==> src/rtl/biphase_enc_pkg.sv <==
package biphase_enc_pkg;

    typedef enum logic [1:0] {
        PH_IDLE   = 2'd0,
        PH_FIRST  = 2'd1,
        PH_SECOND = 2'd2
    } phase_e;

    localparam int          CODE_W    = 2;
    localparam logic [CODE_W-1:0] CODE_BIAS = 2'b00;

endpackage

==> src/rtl/dbe_precoder.sv <==
module dbe_precoder (
    input  logic clk,
    input  logic rst_n,
    input  logic load,
    input  logic din,
    output logic enc_q
);

    always_ff @(posedge clk) begin
        if (!rst_n) begin
            enc_q <= 1'b0;
        end else if (load) begin
            enc_q <= enc_q ^ din;
        end
    end

    // state moves only on an accepted bit
    assert_hold_without_load_R9: assert property (
        @(posedge clk) disable iff (!rst_n)
        !load |=> $stable(enc_q)
    );

endmodule

==> src/rtl/dbe_phase_fsm.sv <==
module dbe_phase_fsm
    import biphase_enc_pkg::*;
(
    input  logic   clk,
    input  logic   rst_n,
    input  logic   bit_valid,
    input  logic   line_off,
    output phase_e phase_q,
    output logic   load
);

    phase_e phase_d;

    always_ff @(posedge clk) begin
        if (!rst_n) begin
            phase_q <= PH_IDLE;
        end else begin
            phase_q <= phase_d;
        end
    end

    always_comb begin
        phase_d = PH_IDLE;
        load    = 1'b0;
        if (!line_off) begin
            unique case (phase_q)
                PH_FIRST: begin
                    phase_d = PH_SECOND;
                end
                PH_IDLE, PH_SECOND: begin
                    if (bit_valid) begin
                        phase_d = PH_FIRST;
                        load    = 1'b1;
                    end
                end
                default: begin
                    phase_d = PH_IDLE;
                end
            endcase
        end
    end

    // a first half is always followed by its second half
    assert_first_then_second_R5: assert property (
        @(posedge clk) disable iff (!rst_n)
        (phase_q == PH_FIRST && !line_off) |=> (phase_q == PH_SECOND)
    );

    // a disable abandons the cell
    assert_off_goes_idle_R8: assert property (
        @(posedge clk) disable iff (!rst_n)
        line_off |=> (phase_q == PH_IDLE)
    );

endmodule

==> src/rtl/dbe_line_map.sv <==
module dbe_line_map
    import biphase_enc_pkg::*;
(
    input  phase_e            phase,
    input  logic              enc,
    input  logic              line_off,
    output logic [CODE_W-1:0] line_code
);

    always_comb begin
        line_code = CODE_BIAS;
        if (!line_off) begin
            unique case (phase)
                PH_FIRST:  line_code = {1'b1, ~enc};
                PH_SECOND: line_code = {1'b1, enc};
                default:   line_code = CODE_BIAS;
            endcase
        end
    end

endmodule

==> src/rtl/diff_biphase_encoder.sv <==
module diff_biphase_encoder
    import biphase_enc_pkg::*;
(
    input  logic              clk,
    input  logic              rst_n,
    input  logic              data_in,
    input  logic              data_valid,
    input  logic              out_disable,
    input  logic              diag_disable,
    output logic [CODE_W-1:0] line_code
);

    logic   line_off;
    logic   load;
    logic   enc_q;
    phase_e phase_q;

    assign line_off = out_disable | diag_disable;

    dbe_phase_fsm u_fsm (
        .clk       (clk),
        .rst_n     (rst_n),
        .bit_valid (data_valid),
        .line_off  (line_off),
        .phase_q   (phase_q),
        .load      (load)
    );

    dbe_precoder u_pre (
        .clk   (clk),
        .rst_n (rst_n),
        .load  (load),
        .din   (data_in),
        .enc_q (enc_q)
    );

    dbe_line_map u_map (
        .phase     (phase_q),
        .enc       (enc_q),
        .line_off  (line_off),
        .line_code (line_code)
    );

    // second half is driven and differs in level from the first half
    assert_mid_transition_R4: assert property (
        @(posedge clk) disable iff (!rst_n)
        (phase_q == PH_SECOND && !line_off) |->
            (line_code[1] && $past(line_code[1]) &&
             (line_code[0] != $past(line_code[0])))
    );

    // either disable gives bias in the same cycle
    assert_disable_bias_R8: assert property (
        @(posedge clk) disable iff (!rst_n)
        line_off |-> (line_code == CODE_BIAS)
    );

    // a first half while enabled is always a driven level
    assert_first_driven_R3: assert property (
        @(posedge clk) disable iff (!rst_n)
        (phase_q == PH_FIRST && !line_off) |-> line_code[1]
    );

endmodule

==> config.mk <==
export PLATFORM = sky130hd
export DESIGN_NAME = diff_biphase_encoder
export DESIGN_NICKNAME = d
export VERILOG_FILES = /design/src/rtl/biphase_enc_pkg.sv /design/src/rtl/dbe_precoder.sv /design/src/rtl/dbe_phase_fsm.sv /design/src/rtl/dbe_line_map.sv /design/src/rtl/diff_biphase_encoder.sv
export SDC_FILE = /design/constraint.sdc
export NUM_CORES = 1
export LEC_CHECK = 0
export BUFFER_PORTS_ARGS = -buffer_cell sky130_fd_sc_hd__buf_4
export CORE_AREA = 3 3 40 42
export DETAILED_ROUTE_END_ITERATION = 6
export DIE_AREA = 0 0 43 45
export MAX_ROUTING_LAYER = met4
export PLACE_DENSITY = 0.3
export SETUP_SLACK_MARGIN = 0.15
export SLEW_MARGIN = 20
export SYNTH_ARGS = -nofsm -noshare
export SYNTH_HDL_FRONTEND = slang
export SYNTH_HIERARCHICAL = 1
export SYNTH_SLANG_ARGS = --single-unit
==> constraint.sdc <==
create_clock -name clk -period 1.2 [get_ports clk]
set_input_delay 0.24 -clock clk [delete_from_list [all_inputs] [get_ports clk]]
set_output_delay 0.24 -clock clk [all_outputs]
set_load 0.02 [all_outputs]
==> results of run 1 <==
cells in the final DEF, fill, tap and decap left out, types with 2 or more instances in the layout:
cell type and n:
buf_4 6, clkbuf_4 3, buf_6 2, and4bb_2 2, dfxtp_4 2, inv_2 2
mux2i_1 2, nand2_1 2
kinds of logic (layout without fill, tap and decap cells):
| family | Yosys count | in the layout | synth area share |
|---|---|---|---|
| flops | 3 | 3 | 0.348 |
| simple gates | 9 | 9 | 0.348 |
| mux | 2 | 2 | 0.116 |
| buf+inv | 2 | 14 | 0.0435 |
| fa+ha+maj | 2 | 2 | 0.145 |
flip-flops by register name (all words and copies together) (netlist names):
name	flops
u_fsm/phase_q	2
u_pre/enc_q	1
power groups by stage:
stage          Combinational [uW]  Clock, uW  Sequential (uW)
6_report                     33.2        174              101
5_1_grt                      37.6        197              102
4_1_cts                      32.1        188              105
3_5_place_dp                 31.4          0              107
3_3_place_gp                 31.1          0              107
2_1_floorplan                15.3          0              106
what timing repair did:
item / 4_1_cts / 5_1_grt
endpoints found under the setup margin: 2 / 2
buffers inserted: 0 / 1
pin swaps: 1 / 1
resized for setup: 4 / 4
path summary, 6_finish.rpt:
path	startpoint	end	slack (ns)
worst max-delay path	u_fsm/phase_q[0]$_SDFF_PP0_	line_code[0]	-0.16
worst max register to register	u_fsm/phase_q[0]$_SDFF_PP0_	u_pre/enc_q$_SDFFE_PN0P_	0.18
worst min register to register	u_pre/enc_q$_SDFFE_PN0P_	u_pre/enc_q$_SDFFE_PN0P_	0.49
worst min-delay path	rst_n	u_pre/enc_q$_SDFFE_PN0P_	0.30
stage by stage:
| stage | std cells | power [uW] | setup TNS, ns | util |
|---|---|---|---|---|
| 2_1_floorplan | 18 | 121 | 0 | - |
| 3_3_place_gp | 40 | 138 | -0.0159 | 0.208 |
| 3_5_place_dp | 40 | 138 | -0.0247 | 0.208 |
| 4_1_cts | 44 | 325 | -0.299 | 0.236 |
| 5_1_grt | 45 | 337 | -0.341 | 0.247 |
| 6_report | 45 | 308 | -0.233 | 0.247 |
cell type report:
class                   instances  area, um^2
fillers                       144         967
multi-input cells              13         130
flip-flops and latches          3        67.6
repair buffers                  8        67.6
clock buffers                   4        26.3
well taps                      15        18.8
inverters                       2        7.51
layer usage:
metal  vias up  part of all wire  wire [um]  GRT usage
met5         -                 0          0          -
met4         0                 0          0     0.0361
met3         0              0.14         47     0.0637
met2         7              0.41        144     0.0629
met1        67              0.45        155     0.0553
li1         85                 -          -          -
critical path, stage by stage (launching register included):
cell and delay [ns]:
dfxtp_4 0.34, inv_2 0.04, ha_4 0.14, mux2i_1 0.17, nor2_2 0.07, buf_6 0.13
==> flow_summary.toml, run 1 <==
[sta]
whs_ns = 0.297
slew_violations = 0
setup_viol_count_final = 2
layout_setup_ws_ns = -0.158
worst_pin_slew_ns = 0.219
rsz0062_at_grt = "yes"
finClkSkew_ns = 0.00325
fmax_mhz = 736
fin_crit_ns = 1.36
hold_viol_final = 0
relSlewSlack = 0.854
period_share = 1.13

[route]
num_vias = 159
avgRoutedWirePerCell_um = 7.71
drc = 0
antenna_left = 0
dr.pass1.iters = 2
totalWireLength_um = 347
viasPerCell = 3.53
first_iter_violations = 2

[finish]
finalInstanceArea_um2 = 318
antenna_cells = 0
fin_nets = 39
drive_above_1_share = 0.700
area_growth_pct = 84.1

[power]
combinationalPowerShare = 0.108
powerDensity_nw_per_um2 = 970
p_sw_uw = 64.1
p_seq_frac = 0.328
p_int_uw = 244
clkPwrFrac = 0.564
irDropWorstVdd_v = 0.000396
p_leak_uw = 0.000126
swShare = 0.208

[clock_network]
ctsHoldBuffers = 0
cts_max_path_buffers = 2
cts-htree-levels = 1
numCtsBuffers = 3
root_buffer = "clkbuf_4"
clk_latency_ns = 0.23
path_clk_slew_ns = 0.04
cts_tree = "built"
cts.sinks = 3

[die]
fp.dieH_um = 45
core-area_um2 = 1280
die_area_um2 = 1940
rows = 13
die_w_um = 43
start_util = 0.134
ios = 8

[synth]
yosysTopAreaCell = "dfxtp_1"
synthCells = 18
syn_nets = 26
synth.most_common_cell = "dfxtp_1"
yosysSeqAreaShare = 0.348
async_reset_ff_frac = 0
yosys-top-cells-area = "dfxtp_1 35%, and4bb_2 14%, ha_1 14%"
synth_cell_types = 10
yosysTopAreaCellShare = 0.348
yosys_warnings = 6
synth_edf_count = 0
syn_area_per_cell_um2 = 9.59
ys_ff_latch = 3
ys.flop_type = "dfxtp_1"
synth_area_um2 = 173

[place]
pre_cts_ws_ns = -0.0247
gp_congestion = 0.601
dpl_cell_area_um2 = 268
numPortBuffers = 7

[job]
maxCapViolCount = 0

[critical_path]
crit_fanout = 3
r2r_cells = 4
path_class = "reg -> out"
arrival_ns = 1.12
end_kind = "primary output"
worst_ep_required_time_ns = 0.96
worst_setup_path_start_kind = "register"

[min_path]
holdPathStages = 3
hp-class = "in -> reg"

[grt]
grt_pass1_wl_um = 696
grt.overflow.total = 0
antenna_found_initial = 0
grt_pass1_vias = 163
grt_start_max_net_pins = 6
grtUsageTotal = 0.0566

[run_status]
outcome = "finished, violations left"
violations = "negative setup slack"
(Power assumes the default switching activity.)
==> run 2, diff against run 1 <==
--- a/config.mk
+++ b/config.mk
@@ -9,6 +9,7 @@
 export CORE_AREA = 3 3 40 42
 export DETAILED_ROUTE_END_ITERATION = 6
 export DIE_AREA = 0 0 43 45
+export GPL_TIMING_DRIVEN = 0
 export MAX_ROUTING_LAYER = met4
 export PLACE_DENSITY = 0.3
 export SETUP_SLACK_MARGIN = 0.15
@@ -17,3 +18,4 @@
 export SYNTH_HDL_FRONTEND = slang
 export SYNTH_HIERARCHICAL = 1
 export SYNTH_SLANG_ARGS = --single-unit
+export TNS_END_PERCENT = 20
==> run 2 against run 1 <==
  * The flow still finishes with violations (negative setup slack)
  * Sequential share of layout area down 0.62 points
  * Clock power about the same
  * Sequential power about the same
  * Setup slack better by 0.023 ns
  * Highest routed layer unchanged
  * Final area down 0.79%
  * Fmax up 1.7%
  * Clock skew down 0.0011 ns
  * Combinational power up 2%
  * Final cell count unchanged
  * First-iteration DRC count down 50%
  * Total power up 0.60%
==> flow_summary.toml, run 2 (same netlist as run 1, synthesis figures left out) <==
[run_status]
outcome = "finished, violations left"
violations = "negative setup slack"

[clock_network]
clk_latency_ns = 0.23
numCtsBuffers = 3
root_buffer = "clkbuf_4"
cts.sinks = 3
path_clk_slew_ns = 0.04
cts_tree = "built"
cts-htree-levels = 1
cts_max_path_buffers = 2

[route]
totalWireLength_um = 403
avgRoutedWirePerCell_um = 8.96
viasPerCell = 3.49
antenna_left = 0
dr.pass1.iters = 2
drc = 0
first_iter_violations = 1
num_vias = 157

[die]
die_area_um2 = 1940
rows = 13
start_util = 0.134
fp.dieH_um = 45
die_w_um = 43
core-area_um2 = 1280
ios = 8

[place]
gp_congestion = 0.601
numPortBuffers = 7
dpl_cell_area_um2 = 268
dp.cells = 40

[sta]
fin_crit_ns = 1.34
whs_ns = 0.325
slew_violations = 0
hold_viol_final = 0
finClkSkew_ns = 0.00217
relSlewSlack = 0.848
period_share = 1.11
worst_pin_slew_ns = 0.228
fmax_mhz = 749
fin_tns_setup_ns = -0.214
rsz0062_at_grt = "yes"
layout_setup_ws_ns = -0.135
setup_viol_count_final = 2

[grt]
antenna_found_initial = 0
grt_start_max_net_pins = 6
met2_usage = 0.0868
grt_pass1_wl_um = 793
grt.overflow.total = 0
grt_pass1_vias = 180
grt_util_met1 = 0.0552
grtUsageTotal = 0.0634
met3_usage = 0.0637
top_usage_layer = "met2"

[power]
powerDensity_nw_per_um2 = 983
clkPwrFrac = 0.559
p_sw_uw = 64.2
combinationalPowerShare = 0.109
swShare = 0.207
irDropWorstVdd_v = 0.000440
p_leak_uw = 0.000126
p_seq_frac = 0.332
total_power_uw = 310
p_int_uw = 246

[finish]
fill_cells = 148
multi_input_area_um2 = 130
finalInstanceArea_um2 = 315
stdcell_count = 45
regArea_um2 = 65.1
reg.largest.list = "u_fsm/phase_q x2, u_pre/enc_q x1"
drive_above_1_share = 0.700
largest_reg_flops = 2
antenna_cells = 0
area_growth_pct = 82.6
layout_common_cells = "6 x buf_4, 3 x clkbuf_4"
fin_nets = 39
regMostFlops = "u_fsm/phase_q"
layout_commonest_cell = "buf_4"

[critical_path]
slowest_delay_ns = 0.36
path_class = "reg -> out"
arrival_ns = 1.10
worst_setup_path_start_kind = "register"
crit_chain = "inv_2, ha_2, mux2i_1, nor2_2, buf_6"
crit_slowest_cell = "dfxtp_4"
worst_ep_required_time_ns = 0.96
end_kind = "primary output"
crit_fanout = 3

[min_path]
hp-class = "in -> reg"

[job]
maxCapViolCount = 0
[run 2: cell count changes in the layout (fill, tap and decap cells not counted)]
cell	change
dfxtp_4	-1
dfxtp_2	+1
[run 2: final timing paths]
path	startpoint	end	slack, ns	cells past startpoint
worst min register to register	u_pre/enc_q$_SDFFE_PN0P_	u_pre/enc_q$_SDFFE_PN0P_	0.52	2
worst min-delay path	rst_n	u_pre/enc_q$_SDFFE_PN0P_	0.33	3
worst max-delay path	u_fsm/phase_q[1]$_SDFF_PP0_	line_code[0]	-0.14	5
worst max register to register	u_fsm/phase_q[0]$_SDFF_PP0_	u_pre/enc_q$_SDFFE_PN0P_	0.20	4
[run 2: per-stage QoR]
stage | setup WS (ns) | util
after floorplan | 0.161 | -
after global placement | -0.0211 | 0.208
after detailed placement | -0.0119 | 0.208
after CTS | -0.164 | 0.243
after global routing | -0.185 | 0.245
final | -0.135 | 0.245
[run 2: metal layers]
metal  vias up  share of wire
li1         84              -
met1        66           0.42
met2         7           0.48
met3         0           0.10
met4         0              0
met5         -              0
[run 2: final cells by class]
cell class / count / area share
tap: 15 / 0.0595
timing repair buffer: 8 / 0.214
multi-input combinational: 13 / 0.413
sequential: 3 / 0.206
clock buffer: 4 / 0.0833
inverter: 2 / 0.0238
[run 2: power groups by stage]
stage	Clock, uW	Combinational (uW)	Sequential, uW
finish	173	33.7	103
global route	198	37.7	103
CTS	184	34.2	105
detailed placement	0	31.8	107
global placement	0	31.1	107
floorplan	0	15.3	106
[run 2: repair_timing]
action                     CTS  global route
setup endpoints to repair    2             3
gates resized for setup      6             1
pin swaps                    3             1
hold buffers                 0             0
setup buffers                1             0
[run 2: worst max-delay path: cells and delay by family (launching register included)]
| family | cells | cell delay [ns] |
|---|---|---|
| adder cells (fa/ha/maj) | 1 | 0.15 |
| buffers and inverters | 2 | 0.16 |
| flip-flops | 1 | 0.36 |
| multiplexers | 1 | 0.15 |
| AND/OR/NAND/NOR | 1 | 0.05 |
==> run 3, diff against run 2 <==
--- a/config.mk
+++ b/config.mk
@@ -11,11 +11,10 @@
 export DIE_AREA = 0 0 43 45
 export GPL_TIMING_DRIVEN = 0
 export MAX_ROUTING_LAYER = met4
-export PLACE_DENSITY = 0.3
+export PLACE_DENSITY = 0.31
 export SETUP_SLACK_MARGIN = 0.15
 export SLEW_MARGIN = 20
 export SYNTH_ARGS = -nofsm -noshare
 export SYNTH_HDL_FRONTEND = slang
-export SYNTH_HIERARCHICAL = 1
 export SYNTH_SLANG_ARGS = --single-unit
 export TNS_END_PERCENT = 20
==> run 3 against run 2 <==
  * The run still ends with negative setup slack left
  * Critical path depth unchanged
  * Clock power about the same
  * Sequential power about the same
  * Total power up 2.5%
==> flow_summary.toml, run 3 <==
[finish]
regMostFlops = "u_fsm.phase_q"
reg.largest.list = "u_fsm.phase_q x2, u_pre.enc_q x1"
fin_nets = 42
layout_commonest_cell = "buf_4"
fill_cells = 138
largest_reg_flops = 2
drive_above_1_share = 0.719
layout_common_cells = "7 x buf_4, 3 x ha_4, 3 x clkbuf_4"
stdcell_count = 47
area_growth_pct = 99.3
antenna_cells = 0
finalInstanceArea_um2 = 374

[sta]
rsz0062_at_grt = "yes"
fmax_mhz = 723
fin_crit_ns = 1.38
finClkSkew_ns = 0.0000733
fin_tns_setup_ns = -0.431
setup_viol_count_final = 3
period_share = 1.15
worst_pin_slew_ns = 0.210
relSlewSlack = 0.859
layout_setup_ws_ns = -0.183
hold_viol_final = 0
slew_violations = 0

[clock_network]
cts.sinks = 3
root_buffer = "clkbuf_4"
cts_tree = "built"
numCtsBuffers = 3
clk_latency_ns = 0.23
cts-htree-levels = 1
cts_max_path_buffers = 2
path_clk_slew_ns = 0.04

[synth]
ys_ff_latch = 3
ys_top_cells_by_count = "3 x dfxtp_1, 3 x ha_1"
yosysTopAreaCell = "dfxtp_1"
syn_area_per_cell_um2 = 9.38
syn_nets = 29
synth_area_um2 = 188
ys.flop_type = "dfxtp_1"
synth_cell_types = 12
synth_edf_count = 0
synthCells = 20
yosysSeqAreaShare = 0.320
async_reset_ff_frac = 0
yosys-top-cells-area = "dfxtp_1 32%, ha_1 20%, mux2i_1 11%"
yosysTopAreaCellShare = 0.320
yosys_warnings = 0

[critical_path]
r2r_cells = 6
end_kind = "primary output"
crit_slowest_cell = "dfxtp_4"
worst_setup_path_start_kind = "register"
crit_cells = 5
path_buf_inv = 2
slowest_delay_ns = 0.36
crit_chain = "inv_4, ha_4, mux2i_2, nor3_2, buf_4"
worst_ep_required_time_ns = 0.96
crit_fanout = 2
cp_top_family = "flip-flops"
path_class = "reg -> out"
arrival_ns = 1.14

[route]
dr.pass1.iters = 2
first_iter_violations = 1
totalWireLength_um = 420
drc = 0
num_vias = 165
avgRoutedWirePerCell_um = 8.94
viasPerCell = 3.51
antenna_left = 0

[place]
gp_congestion = 0.712
numPortBuffers = 7
dpl.hpwl_um = 318
dpl_cell_area_um2 = 264
pre_cts_ws_ns = -0.0620
dp.cells = 42

[power]
irDropWorstVdd_v = 0.000351
swShare = 0.218
clkPwrFrac = 0.541
combinationalPowerShare = 0.139
p_int_uw = 248
p_seq_frac = 0.320
p_sw_uw = 69.4
powerDensity_nw_per_um2 = 849
p_leak_uw = 0.000145

[die]
start_util = 0.146
core-area_um2 = 1280
die_area_um2 = 1940
rows = 13
fp.dieH_um = 45
ios = 8
die_w_um = 43

[job]
maxCapViolCount = 0

[grt]
grt_pass1_vias = 168
grt_start_max_net_pins = 5
grt.overflow.total = 0
antenna_found_initial = 0
grtUsageTotal = 0.0480
grt_pass1_wl_um = 607

[min_path]
holdPathStages = 3
hp-class = "in -> reg"

[run_status]
outcome = "finished, violations left"
violations = "negative setup slack"
[run 3: changes by cell type in the layout (fill, tap and decap cells not counted), sizes merged]
| cell | delta |
|---|---|
| nor4b | +1 |
| and4bb | -2 |
| o21ai | +1 |
| nor3b | -1 |
| or2 | -1 |
| ha | +1 |
| nor3 | +1 |
| and3 | +1 |
| and2 | +1 |
[run 3: tightest hold or removal path, delay by kind of cell]
family	cells	cell delay [ns]
AND/OR/NAND/NOR	2	0.09
buffers and inverters	1	0.12
[run 3: kinds of logic after synthesis]
| logic type | after synthesis | share of synthesized area |
|---|---|---|
| AOI/OAI and AO/OA | 1 | 0.0467 |
| adders and majority gates | 3 | 0.200 |
| buffers and inverters | 2 | 0.0400 |
| DFF | 3 | 0.320 |
| muxes | 2 | 0.107 |
| and+or+nand+nor | 9 | 0.287 |
[run 3: per-layer routing]
metal,global-route usage,share of wire
met5,-,0
met4,0.0542,0
met3,0.0199,0.11
met2,0.0629,0.44
met1,0.0505,0.44
[run 3: power groups by stage]
stage	clock, uW	sequential [uW]	combinational (uW)
2_1_floorplan	0	105	13.7
5_1_grt	186	102	49.0
3_3_place_gp	0	106	33.4
4_1_cts	183	105	35.2
3_5_place_dp	0	106	33.9
6_report	172	102	44.2
[run 3: metrics by stage]
step / power, uW / util / hold WS, ns
floorplan: 119 / - / 0.359
global placement: 139 / 0.205 / 0.488
detailed placement: 140 / 0.205 / 0.494
CTS: 323 / 0.242 / 0.252
global route: 337 / 0.291 / 0.278
finish: 318 / 0.291 / 0.259
[run 3: cell type report]
cell class / instances / area [um^2] / area share
sequential: 3 / 67.6 / 0.181
clock buffer: 4 / 26.3 / 0.0702
timing repair buffer: 8 / 63.8 / 0.171
tap: 15 / 18.8 / 0.0502
inverter: 2 / 12.5 / 0.0334
multi-input combinational: 15 / 185 / 0.495
[run 3: what timing repair did]
| action | CTS | global route |
|---|---|---|
| pin swaps | 1 | 4 |
| setup endpoints to repair | 3 | 4 |
| hold buffers | 0 | 0 |
| gates resized for setup | 7 | 11 |
| buffers inserted | 1 | 0 |
[run 3: worst paths after layout]
kind / start / slack (ns) / to
setup / recovery: u_fsm.phase_q[0]$_SDFF_PP0_ / -0.18 / line_code[0]
hold / removal: rst_n / 0.26 / u_fsm.phase_q[0]$_SDFF_PP0_
setup reg to reg: u_fsm.phase_q[0]$_SDFF_PP0_ / -0.09 / u_pre.enc_q$_SDFFE_PN0P_
hold reg to reg: u_pre.enc_q$_SDFFE_PN0P_ / 0.50 / u_pre.enc_q$_SDFFE_PN0P_
